==> src/rtl/fseq_pkg.sv <==
package fseq_pkg;

   typedef struct packed {
      logic a;
      logic b;
      logic c;
      logic d;
      logic e;
   } fseq_pulse_t;

   typedef struct packed {
      logic sel_pc;
      logic mem_rd;
      logic ld_ir;
      logic ld_inc;
      logic sel_inc;
      logic ld_pc;
      logic mark;
   } fseq_strobe_t;

   localparam int FSEQ_NPULSE = 5;

endpackage

==> src/rtl/fseq_counter.sv <==
module fseq_counter #(
   parameter int SEQ_LEN = 8,
   localparam int IW = $clog2(SEQ_LEN)
) (
   input  logic          clk,
   input  logic          rst,
   input  logic          run_en,
   output logic [IW-1:0] idx_q,
   output logic          act_q,
   output logic [IW-1:0] idx_nxt,
   output logic          act_nxt
);
   localparam logic [IW-1:0] LAST = IW'(SEQ_LEN - 1);

   always_comb begin
      idx_nxt = idx_q;
      act_nxt = act_q;
      if (rst) begin
         idx_nxt = '0;
         act_nxt = 1'b0;
      end else if (!act_q) begin
         idx_nxt = '0;
         act_nxt = run_en;
      end else if (idx_q == LAST) begin
         idx_nxt = '0;
         act_nxt = run_en;
      end else begin
         idx_nxt = idx_q + 1'b1;
      end
   end

   always_ff @(posedge clk) begin
      idx_q <= idx_nxt;
      act_q <= act_nxt;
   end

   // step advances by one inside an active cycle
   assert_step_advance_R3: assert property (@(posedge clk) disable iff (rst)
      (act_q && idx_q != LAST) |=> (act_q && idx_q == $past(idx_q) + 1'b1));
   // idle parks at step zero
   assert_idle_parked_R2: assert property (@(posedge clk) disable iff (rst)
      !act_q |-> idx_q == '0);
endmodule

==> src/rtl/fseq_pulse_dec.sv <==
module fseq_pulse_dec
   import fseq_pkg::*;
#(
   parameter int SEQ_LEN = 8,
   parameter int GAP     = 1,
   localparam int IW = $clog2(SEQ_LEN)
) (
   input  logic [IW-1:0] idx,
   input  logic          act,
   output fseq_pulse_t   pulses
);
   // zero-based window bounds: A, B, C, D, E
   localparam int LO [FSEQ_NPULSE] = '{0, 1, 2 + GAP, 3 + GAP, 4 + GAP};
   localparam int HI [FSEQ_NPULSE] = '{1 + GAP, 1, 4 + GAP, 3 + GAP, SEQ_LEN - 1};

   logic [FSEQ_NPULSE-1:0] win;
   int                     pos;

   assign pos = int'(idx);

   for (genvar gi = 0; gi < FSEQ_NPULSE; gi++) begin : g_win
      assign win[gi] = act && (pos >= LO[gi]) && (pos <= HI[gi]);
   end

   assign pulses.a = win[0];
   assign pulses.b = win[1];
   assign pulses.c = win[2];
   assign pulses.d = win[3];
   assign pulses.e = win[4];
endmodule

==> src/rtl/fseq_strobe_dec.sv <==
module fseq_strobe_dec
   import fseq_pkg::*;
#(
   parameter int SEQ_LEN = 8,
   parameter int GAP     = 1,
   localparam int IW = $clog2(SEQ_LEN)
) (
   input  logic [IW-1:0] idx,
   input  fseq_pulse_t   pulses,
   output fseq_strobe_t  strobes
);
   localparam int PC_END  = 1;
   localparam int INC_END = 3 + GAP;

   int pos;
   assign pos = int'(idx);

   always_comb begin
      strobes.sel_pc  = pulses.a && (pos <= PC_END);
      strobes.mem_rd  = pulses.a && (pos <= PC_END);
      strobes.ld_ir   = pulses.b;
      strobes.ld_inc  = pulses.b;
      strobes.sel_inc = pulses.c && (pos <= INC_END);
      strobes.ld_pc   = pulses.d;
      strobes.mark    = pulses.a;
   end
endmodule

==> src/rtl/fetch_seq.sv <==
module fetch_seq
   import fseq_pkg::*;
#(
   parameter int SEQ_LEN = 8,
   parameter int GAP     = 1,
   parameter bit REG_OUT = 1'b1
) (
   input  logic clk,
   input  logic rst,
   input  logic run_en,
   output logic sel_pc,
   output logic mem_rd,
   output logic ld_ir,
   output logic ld_inc,
   output logic sel_inc,
   output logic ld_pc,
   output logic fetch_mark,
   output logic pulse_c,
   output logic pulse_d,
   output logic pulse_e
);
   localparam int IW = $clog2(SEQ_LEN);

   if (GAP < 1) begin : g_bad_gap
      $error("fetch_seq: GAP must be at least one step");
   end
   if (SEQ_LEN < GAP + 5) begin : g_bad_len
      $error("fetch_seq: SEQ_LEN too short for the fetch windows");
   end

   logic [IW-1:0] idx_q, idx_nxt;
   logic          act_q, act_nxt;
   fseq_pulse_t   pls_out;
   fseq_strobe_t  stb_out;

   fseq_counter #(.SEQ_LEN(SEQ_LEN)) u_cnt (
      .clk(clk), .rst(rst), .run_en(run_en),
      .idx_q(idx_q), .act_q(act_q), .idx_nxt(idx_nxt), .act_nxt(act_nxt)
   );

   if (REG_OUT) begin : g_reg
      fseq_pulse_t  pls_n;
      fseq_strobe_t stb_n;
      fseq_pulse_t  pls_r;
      fseq_strobe_t stb_r;

      fseq_pulse_dec #(.SEQ_LEN(SEQ_LEN), .GAP(GAP)) u_pdec (
         .idx(idx_nxt), .act(act_nxt), .pulses(pls_n)
      );
      fseq_strobe_dec #(.SEQ_LEN(SEQ_LEN), .GAP(GAP)) u_sdec (
         .idx(idx_nxt), .pulses(pls_n), .strobes(stb_n)
      );

      always_ff @(posedge clk) begin
         pls_r <= pls_n;
         stb_r <= stb_n;
      end

      assign pls_out = pls_r;
      assign stb_out = stb_r;
   end else begin : g_comb
      fseq_pulse_dec #(.SEQ_LEN(SEQ_LEN), .GAP(GAP)) u_pdec (
         .idx(idx_q), .act(act_q), .pulses(pls_out)
      );
      fseq_strobe_dec #(.SEQ_LEN(SEQ_LEN), .GAP(GAP)) u_sdec (
         .idx(idx_q), .pulses(pls_out), .strobes(stb_out)
      );
   end

   assign sel_pc     = stb_out.sel_pc;
   assign mem_rd     = stb_out.mem_rd;
   assign ld_ir      = stb_out.ld_ir;
   assign ld_inc     = stb_out.ld_inc;
   assign sel_inc    = stb_out.sel_inc;
   assign ld_pc      = stb_out.ld_pc;
   assign fetch_mark = stb_out.mark;
   assign pulse_c    = pls_out.c;
   assign pulse_d    = pls_out.d;
   assign pulse_e    = pls_out.e;

   // fetch loads sit inside the program-counter and memory-read window
   assert_load_held_R6: assert property (@(posedge clk) disable iff (rst)
      (ld_ir || ld_inc) |-> (sel_pc && mem_rd));
   assert_load_setup_R6: assert property (@(posedge clk) disable iff (rst)
      $rose(ld_ir) |-> $past(sel_pc && mem_rd));
   assert_load_single_R6: assert property (@(posedge clk) disable iff (rst)
      ld_ir |=> !ld_ir);
   // address-bus drivers never overlap and are separated by an empty step
   assert_bus_exclusive_R7: assert property (@(posedge clk) disable iff (rst)
      !(sel_pc && sel_inc));
   assert_bus_gap_R7: assert property (@(posedge clk) disable iff (rst)
      $fell(sel_pc) |-> !sel_inc);
   // counter load is inside the incrementer select with setup
   assert_pc_load_held_R8: assert property (@(posedge clk) disable iff (rst)
      ld_pc |-> sel_inc);
   assert_pc_load_setup_R8: assert property (@(posedge clk) disable iff (rst)
      $rose(ld_pc) |-> $past(sel_inc));
   // marker accompanies every program-counter select
   assert_mark_window_R9: assert property (@(posedge clk) disable iff (rst)
      sel_pc |-> fetch_mark);
   // outputs quiet the cycle after reset
   assert_reset_quiet_R1: assert property (@(posedge clk)
      rst |=> !(sel_pc || mem_rd || ld_ir || ld_inc || sel_inc || ld_pc ||
                fetch_mark || pulse_c || pulse_d || pulse_e));
endmodule

==> config.mk <==
export PLATFORM = sky130hd
export DESIGN_NAME = fetch_seq
export DESIGN_NICKNAME = d
export VERILOG_FILES = /design/src/rtl/fseq_pkg.sv /design/src/rtl/fseq_counter.sv /design/src/rtl/fseq_pulse_dec.sv /design/src/rtl/fseq_strobe_dec.sv /design/src/rtl/fetch_seq.sv
export SDC_FILE = /design/constraint.sdc
export NUM_CORES = 1
export LEC_CHECK = 0
export BUFFER_PORTS_ARGS = -buffer_cell sky130_fd_sc_hd__buf_2
export CAP_MARGIN = 10
export CORE_AREA = 2 2 39 41
export CTS_CLUSTER_DIAMETER = 50
export DETAILED_ROUTE_END_ITERATION = 10
export DIE_AREA = 0 0 41 43
export PLACE_DENSITY = 0.61
export SLEW_MARGIN = 10
export SYNTH_ARGS = -nofsm -noshare
export SYNTH_HDL_FRONTEND = slang
export SYNTH_SLANG_ARGS = --single-unit
==> constraint.sdc <==
create_clock -name clk -period 1.5 [get_ports clk]
set_input_delay 0 -clock clk [delete_from_list [all_inputs] [get_ports clk]]
set_output_delay 0 -clock clk [all_outputs]
set_load 0.01 [all_outputs]
==> results of run 1 <==
-- cells by family after synthesis --
group           share of synthesized area [%]
fa+ha+maj                                5.75
simple gates                             26.1
flops                                    50.6
buf+inv                                  6.90
compound gates                           10.6
-- critical path, cell delays in order (launching register included) --
cell	delay (ns)
dfxtp_1	0.31
ha_1	0.19
ha_1	0.31
nor2b_2	0.19
a211oi_2	0.25
nor3_2	0.06
-- cell usage in the layout (no fill, tap or decap), drive strengths merged, types with 2 or more instances in the layout --
master	synthesis	routed
nor2b	3	3
a21oi	2	2
nor2	5	5
ha	2	2
buf	3	14
inv	2	2
clkbuf	0	4
dfxtp	11	11
nor3	3	3
and2	2	2
-- timing repair --
item                                    CTS  global route
gates resized for setup                   0             1
endpoints found under the setup margin    0             1
endpoints found under the hold margin     0             0
-- registers in the layout (all words and copies together), names as in the netlist --
name         count
sel_inc          1
u_cnt.act_q      1
fetch_mark       1
u_cnt.idx_q      3
pulse_e          1
pulse_d          1
mem_rd           1
ld_inc           1
pulse_c          1
-- through the flow --
| stage | area (um^2) | hold WS, ns | TNS [ns] | power [mW] | worst slack, ns |
|---|---|---|---|---|---|
| 6_report | 539 | 0.0305 | 0 | 0.558 | 0.0749 |
| 5_1_grt | 539 | 0.0335 | -0.00911 | 0.588 | -0.00911 |
| 4_1_cts | 534 | 0.0308 | 0 | 0.563 | 0.0450 |
| 3_5_place_dp | 508 | 0.306 | 0 | 0.366 | 0.0585 |
| 3_3_place_gp | 508 | 0.304 | 0 | 0.367 | 0.0502 |
| 2_1_floorplan | 435 | 0.172 | 0 | 0.350 | 0.0110 |
-- area by class of cell --
type	count	area, um^2
timing repair buffer	14	75.1
tap	16	20.0
clock buffer	4	26.3
fill	145	845
multi-input combinational	26	190
inverter	2	7.51
sequential	11	220
-- power breakdown --
part / leakage, nW / internal (mW) / switching (mW)
Sequential: 0.0900 / 0.303 / 0.00458
Clock: 0.0150 / 0.103 / 0.0939
Combinational: 0.156 / 0.0238 / 0.0299
-- routing by layer --
| metal | GRT usage, % | part of all wire (%) | vias to the layer above |
|---|---|---|---|
| met3 | 4.71 | 4.4 | 2 |
| li1 | - | - | 172 |
| met4 | 10.0 | 2.5 | 0 |
| met1 | 10.5 | 49 | 147 |
| met5 | 0 | 0 | - |
| met2 | 10.9 | 44 | 8 |
-- worst paths after layout --
kind	startpoint	slack, ns	cells after the start	end
hold reg to reg	u_cnt.act_q	0.54	1	fetch_mark
setup / recovery	u_cnt.idx_q[0]	0.07	5	sel_inc
hold / removal	run_en	0.03	3	sel_inc
setup reg to reg	u_cnt.idx_q[0]	0.07	5	sel_inc
==> impl_metrics.py, run 1 <==
metrics = {
    "timing": {
        "min_period_ns": 1.43,
        "hold_viol_final": 0,
        "clock.fmax_mhz": 702,
        "fin_skew_ns": 0.00282,
        "slew_headroom_pct": 80.6,
        "final_max_slew_viol_count": 0,
        "setup_viol": 0,
        "tightest_slew_ns": 0.291,
        "finalCritPeriodShare_pct": 95.0,
    },
    "synth": {
        "yosysUniqueCellTypes": 19,
        "synth_commonest_cells": "dfxtp_1 (11), nor2_1 (5), buf_4 (3), nor3_2 (3)",
        "yosys-top-cells-area": "dfxtp_1 (51%), nor3_2 (6.9%), ha_1 (5.7%)",
        "ys_ff_latch": 11,
        "ys_async_sr_fraction_pct": 0,
        "ys_warn_count": 0,
        "synth_area_leader_cell": "dfxtp_1",
        "syn_area_per_cell_um2": 10.4,
        "syn_inst": 42,
        "syn_area_um2": 435,
        "synth_edf_count": 0,
        "ys.flop_type": "dfxtp_1",
        "syn-num-nets": 47,
        "yosysTopAreaCellShare_pct": 50.6,
        "yosysMostFrequentCell": "dfxtp_1",
        "synth-seq-area-share_pct": 50.6,
    },
    "drt": {
        "dr_total_vias": 329,
        "wl_um": 725,
        "viasPerCell": 4.51,
        "drtAntennaViolNets": 0,
        "drc_errors": 0,
        "drt-pass1-iter-count": 4,
        "drt_iter0_markers": 1,
        "wl_per_cell_um": 9.93,
    },
    "placement": {
        "io_buffers": 12,
        "place_inst": 69,
        "post-dp-hpwl_um": 510,
        "place.gp.congestion": 0.710,
    },
    "cts": {
        "cts_tree": "yes",
        "cts_max_path_buffers": 2,
        "worst_skew_pair.late_latency_ns": 0.26,
        "clk_pin_slew_worst_paths_ns": 0.07,
        "cts_max_level": 1,
        "clkSinkCount": 11,
        "cts_buffers": 3,
        "ctsHoldBuffers": 0,
        "root_buffer": "clkbuf_4",
        "post_cts_buffers": 0,
    },
    "global_route": {
        "grt_max_degree": 7,
        "antenna_found_initial": 0,
        "grt_overflow": 0,
        "grt_pass1_wl_um": 1010,
        "track_usage_pct": 9.18,
        "first_global_vias": 266,
    },
    "cells_and_area": {
        "antenna_cells": 0,
        "layout-drive-gt1-share_pct": 42.1,
        "nets": 63,
        "area_growth_pct": 23.9,
        "instances_no_fill": 73,
        "post-route-util_pct": 39.0,
    },
    "floorplan": {
        "start_util_pct": 31.5,
        "die_area_um2": 1760,
        "die_x_um": 41,
        "pin_count": 13,
        "core.rowCount": 14,
        "core_um2": 1380,
        "fp.dieH_um": 43,
    },
    "status": {
        "outcome": "finished clean",
    },
    "worst_hold_path": {
        "hold_class": "primary input to register",
    },
    "setup_path": {
        "crit_fanout": 3,
        "end_kind": "register",
        "startpoint_type": "register",
        "cp.arrival_ns": 1.58,
        "required_ns": 1.66,
        "critical_path_class": "register to register",
    },
    "power_and_ir_drop": {
        "powerDensity_nw_per_um2": 1030,
        "p_leak_nw": 0.261,
        "ir_worst_vdd_mv": 0.303,
    },
    "flow_run": {
        "drv_cap": 0,
    },
}
No activity file was read; power rests on OpenSTA's default activity.
==> inputs of run 2 (changes only) <==
--- a/config.mk
+++ b/config.mk
@@ -11,6 +11,7 @@
 export CTS_CLUSTER_DIAMETER = 50
 export DETAILED_ROUTE_END_ITERATION = 10
 export DIE_AREA = 0 0 41 43
+export GPL_TIMING_DRIVEN = 0
 export PLACE_DENSITY = 0.61
 export SLEW_MARGIN = 10
 export SYNTH_ARGS = -nofsm -noshare
==> run 2 against run 1 <==
Combinational power is 2% higher. Clock skew down 0.0015 ns. Clock-buffer cell count unchanged. Critical endpoint unchanged.
==> impl_metrics.py, run 2 (synthesis gave the netlist of run 1 again) <==
metrics = {
    "flow_run": {
        "drv_cap": 0,
    },
    "global_route": {
        "first_global_vias": 317,
        "track_usage_pct": 11.1,
        "grt_pass1_wl_um": 1260,
        "grt_max_degree": 7,
        "antenna_found_initial": 0,
        "grt_overflow": 0,
    },
    "cts": {
        "clkSinkCount": 11,
        "clk_pin_slew_worst_paths_ns": 0.07,
        "root_buffer": "clkbuf_4",
        "post_cts_buffers": 0,
        "cts_max_path_buffers": 2,
        "cts_max_level": 1,
        "worst_skew_pair.late_latency_ns": 0.27,
        "cts_buffers": 3,
        "ctsHoldBuffers": 0,
        "cts_tree": "yes",
    },
    "power_and_ir_drop": {
        "powerDensity_nw_per_um2": 997,
        "p_total_mw": 0.564,
        "p_leak_nw": 0.264,
        "ir_worst_vdd_mv": 0.350,
    },
    "drt": {
        "drt-pass1-iter-count": 3,
        "viasPerCell": 4.55,
        "wl_um": 738,
        "dr_total_vias": 337,
        "drc_errors": 0,
        "wl_per_cell_um": 9.97,
        "drtAntennaViolNets": 0,
        "drt_iter0_markers": 2,
    },
    "floorplan": {
        "core_um2": 1380,
        "die_x_um": 41,
        "core.rowCount": 14,
        "pin_count": 13,
        "start_util_pct": 31.5,
        "die_area_um2": 1760,
        "fp.dieH_um": 43,
    },
    "setup_path": {
        "cpMaxStageDelayCell": "dfxtp_2",
        "crit_fanout": 6,
        "required_ns": 1.66,
        "critPathBufInv": 0,
        "cp.arrival_ns": 1.54,
        "startpoint_type": "register",
        "end_kind": "register",
        "critical-path-max-stage-delay_ns": 0.36,
        "critical_path_class": "register to register",
        "cp_cell_sequence": "ha_1 > ha_4 > nor2b_4 > a211oi_2 > nor3_2",
        "crit_family": "adder cells",
    },
    "placement": {
        "post-dp-hpwl_um": 536,
        "place.gp.congestion": 0.684,
        "io_buffers": 12,
    },
    "timing": {
        "setup_viol": 0,
        "final_max_slew_viol_count": 0,
        "fin_skew_ns": 0.00128,
        "tightest_slew_ns": 0.306,
        "clock.fmax_mhz": 724,
        "finalCritPeriodShare_pct": 92.1,
        "slew_headroom_pct": 79.6,
        "hold_viol_final": 0,
        "min_period_ns": 1.38,
        "grt_setup_unrepaired": "no",
        "holdWs_ns": 0.0304,
    },
    "cells_and_area": {
        "nets": 64,
        "largest_reg_flops": 3,
        "layout-drive-gt1-share_pct": 46.6,
        "antenna_cells": 0,
        "final_cell_mix": "buf_2 (12), dfxtp_1 (10), nor2_1 (5)",
        "final_common_cell": "buf_2",
        "area_growth_pct": 29.9,
        "final.fill_count": 144,
        "regMostFlops": "u_cnt.idx_q",
    },
    "status": {
        "outcome": "finished clean",
    },
    "worst_hold_path": {
        "hold_class": "primary input to register",
    },
}
-- run 2: worst paths after layout --
| path | cells past startpoint | to | slack (ns) | startpoint |
|---|---|---|---|---|
| worst min register to register | 1 | u_cnt.idx_q[0] | 0.52 | u_cnt.idx_q[0] |
| worst max register to register | 5 | sel_inc | 0.12 | u_cnt.idx_q[0] |
| worst min-delay path | 3 | sel_inc | 0.03 | run_en |
| worst max-delay path | 5 | sel_inc | 0.12 | u_cnt.idx_q[0] |
-- run 2: through the flow --
| step | setup WS, ns | TNS [ns] | util [%] | instance area (um^2) | instances |
|---|---|---|---|---|---|
| after floorplan | 0.0110 | 0 | - | 435 | 42 |
| after global placement | -0.0828 | -0.0828 | 37.3 | 515 | 70 |
| after detailed placement | -0.101 | -0.101 | 37.3 | 515 | 70 |
| after CTS | 0.0818 | 0 | 40.5 | 561 | 74 |
| after global routing | 0.0370 | 0 | 40.9 | 566 | 74 |
| final | 0.119 | 0 | 40.9 | 566 | 74 |
-- run 2: routing by layer --
| metal | GRT usage, % | part of all wire (%) |
|---|---|---|
| met1 | 11.3 | 43 |
| met2 | 15.9 | 49 |
| met3 | 4.71 | 5.0 |
| met4 | 10.0 | 3.7 |
| met5 | 0 | 0 |
-- run 2: repair_timing --
item                                    in CTS  in global routing
resized for setup                            3                  1
endpoints found under the hold margin        0                  0
endpoints found under the setup margin       1                  2
-- run 2: area by class of cell --
type	count	area [um^2]	share of cell area, %
well taps	16	20.0	3.54
multi-input cells	26	208	36.7
inverters	2	7.51	1.33
clock buffers	4	26.3	4.65
flip-flops and latches	11	221	39.2
plain buffers	3	22.5	3.98
repair buffers	12	60.1	10.6
-- run 2: worst min-delay path, stage by stage --
cell and delay, ns:
buf_2 0.10, a21oi_1 0.07, nor3_2 0.08
-- run 2: report_power, final --
part / switching, mW / total, mW / internal, mW
clock network: 0.0963 / 0.199 / 0.103
registers: 0.00687 / 0.310 / 0.303
logic: 0.0288 / 0.0550 / 0.0262
==> inputs of run 3 (changes only) <==
--- a/config.mk
+++ b/config.mk
@@ -12,7 +12,7 @@
 export DETAILED_ROUTE_END_ITERATION = 10
 export DIE_AREA = 0 0 41 43
 export GPL_TIMING_DRIVEN = 0
-export PLACE_DENSITY = 0.61
+export PLACE_DENSITY = 0.62
 export SLEW_MARGIN = 10
 export SYNTH_ARGS = -nofsm -noshare
 export SYNTH_HDL_FRONTEND = slang
==> run 3 against run 2 <==
Critical path depth stayed put. Clock-buffer cell count stayed put. Cell count stayed put. Power is 0.53% lower. Die area stayed put. Sequential power hardly changed. Hold slack better by 0.00076 ns. Non-clock buffer count stayed put. Largest cell class unchanged.
==> impl_metrics.py, run 3 (synthesis gave the netlist of run 1 again) <==
metrics = {
    "timing": {
        "finalCritPeriodShare_pct": 96.4,
        "clock.fmax_mhz": 691,
        "hold_viol_final": 0,
        "grt_setup_unrepaired": "no",
        "setup_viol": 0,
        "fin_skew_ns": 0.00365,
        "holdWs_ns": 0.0312,
        "min_period_ns": 1.45,
        "tightest_slew_ns": 0.301,
        "final_max_slew_viol_count": 0,
        "slew_headroom_pct": 79.9,
    },
    "placement": {
        "io_buffers": 12,
        "place.gp.congestion": 0.710,
        "place_area_um2": 515,
        "post-dp-hpwl_um": 522,
    },
    "drt": {
        "wl_um": 746,
        "drtAntennaViolNets": 0,
        "drt-pass1-iter-count": 2,
        "viasPerCell": 4.55,
        "drc_errors": 0,
        "dr_total_vias": 337,
        "drt_iter0_markers": 2,
        "wl_per_cell_um": 10.1,
    },
    "setup_path": {
        "crit_family": "adder cells",
        "r2r_cells": 5,
        "required_ns": 1.70,
        "cp.arrival_ns": 1.64,
        "critPathBufInv": 0,
        "cpMaxStageDelayCell": "ha_2",
        "worst_r2r_endpoint": "pulse_c",
        "critical-path-max-stage-delay_ns": 0.39,
        "startpoint_type": "register",
        "reg2reg_slack_ns": 0.05,
        "crit_fanout": 6,
        "critical_path_class": "register to register",
        "rr_startpoint": "u_cnt.idx_q[0]",
        "end_kind": "register",
        "cp_cell_sequence": "ha_1 > ha_2 > nor2b_4 > o21ai_1 > a21oi_1",
    },
    "cells_and_area": {
        "regArea_um2": 224,
        "final_cell_mix": "buf_2 (12), dfxtp_1 (10), nor2_1 (5)",
        "multiInputGateArea_um2": 198,
        "regMostFlops": "u_cnt.idx_q",
        "largest_reg_flops": 3,
        "final_cell_area_um2": 558,
        "antenna_cells": 0,
        "area_growth_pct": 28.2,
        "final_common_cell": "buf_2",
        "layout-drive-gt1-share_pct": 46.6,
        "final.fill_count": 145,
        "nets": 64,
    },
    "cts": {
        "worst_skew_pair.late_latency_ns": 0.26,
        "cts_buffers": 3,
        "cts_tree": "yes",
        "cts_max_path_buffers": 2,
        "cts_max_level": 1,
        "root_buffer": "clkbuf_4",
        "clkSinkCount": 11,
        "clk_pin_slew_worst_paths_ns": 0.07,
    },
    "worst_hold_path": {
        "holdCritStartpoint": "run_en",
        "whs_endpoint": "sel_inc",
        "hold_class": "primary input to register",
        "hold_depth": 3,
    },
    "floorplan": {
        "pin_count": 13,
        "fp.dieH_um": 43,
        "die_area_um2": 1760,
        "start_util_pct": 31.5,
        "core.rowCount": 14,
        "core_um2": 1380,
        "die_x_um": 41,
    },
    "global_route": {
        "grt_max_degree": 7,
        "first_global_vias": 318,
        "antenna_found_initial": 0,
        "track_usage_pct": 10.9,
        "grt_pass1_wl_um": 1220,
        "grt_overflow": 0,
    },
    "power_and_ir_drop": {
        "powerDensity_nw_per_um2": 1010,
        "p_leak_nw": 0.264,
        "p_total_mw": 0.561,
        "ir_worst_vdd_mv": 0.370,
    },
    "status": {
        "outcome": "finished clean",
    },
    "flow_run": {
        "drv_cap": 0,
    },
}
==> run 3: cell counts in the layout (fill, tap and decap cells not counted) <==
Identical to the previous run, type by type.
==> run 3: layout make-up <==
| cell class | count | share of cell area, % |
|---|---|---|
| flip-flops and latches | 11 | 40.1 |
| multi-input cells | 26 | 35.4 |
| repair buffers | 12 | 10.8 |
| clock buffers | 4 | 4.71 |
| plain buffers | 3 | 4.04 |
| well taps | 16 | 3.59 |
| inverters | 2 | 1.35 |
==> run 3: per-stage QoR <==
stage	setup TNS [ns]	utilization, %	std cells	setup slack (ns)
2_1_floorplan	0	-	42	0.0110
3_3_place_gp	-0.0781	37.3	70	-0.0781
3_5_place_dp	-0.0801	37.3	70	-0.0801
4_1_cts	0	39.8	74	0.0286
5_1_grt	0	40.3	74	0.00848
6_report	0	40.3	74	0.0538
==> run 3: power by group <==
part | internal, mW | switching (mW) | leakage, nW
clock network | 0.103 | 0.0946 | 0.0150
logic | 0.0260 | 0.0292 | 0.158
registers | 0.302 | 0.00663 | 0.0907
total | 0.431 | 0.130 | 0.264
==> run 3: worst max path at each step <==
| stage | cells past startpoint | from | slack [ns] | end |
|---|---|---|---|---|
| after detailed placement | 5 | u_cnt.idx_q[0] | -0.08 | sel_inc |
| after global placement | 5 | u_cnt.idx_q[0] | -0.08 | sel_inc |
| after global routing | 5 | u_cnt.idx_q[0] | 0.008 | sel_inc |
| after CTS | 5 | u_cnt.idx_q[0] | 0.03 | pulse_c |
| after floorplan | 5 | u_cnt.idx_q[0] | 0.01 | sel_inc |
| final | 5 | u_cnt.idx_q[0] | 0.05 | pulse_c |
==> run 3: worst min-delay path, delay by kind of cell <==
kind                   cells  cell delay (ns)
buffers and inverters      1             0.10
AND/OR/NAND/NOR            1             0.08
AO/OA/AOI/OAI              1             0.07
==> run 3: what timing repair did <==
item / CTS / global route
gates resized for setup: 3 / 2
hold buffers: 0 / 0
setup buffers: 0 / 0
gates cloned: 0 / 0
pin swaps: 0 / 1
setup endpoints to repair: 1 / 3
==> run 3: layer usage <==
layer	global-route usage (%)	wire (um)	vias to the layer above
met5	0	0	-
met4	10.0	7	0
met3	3.14	27	2
met2	15.6	369	7
met1	12.0	341	156
li1	-	-	172
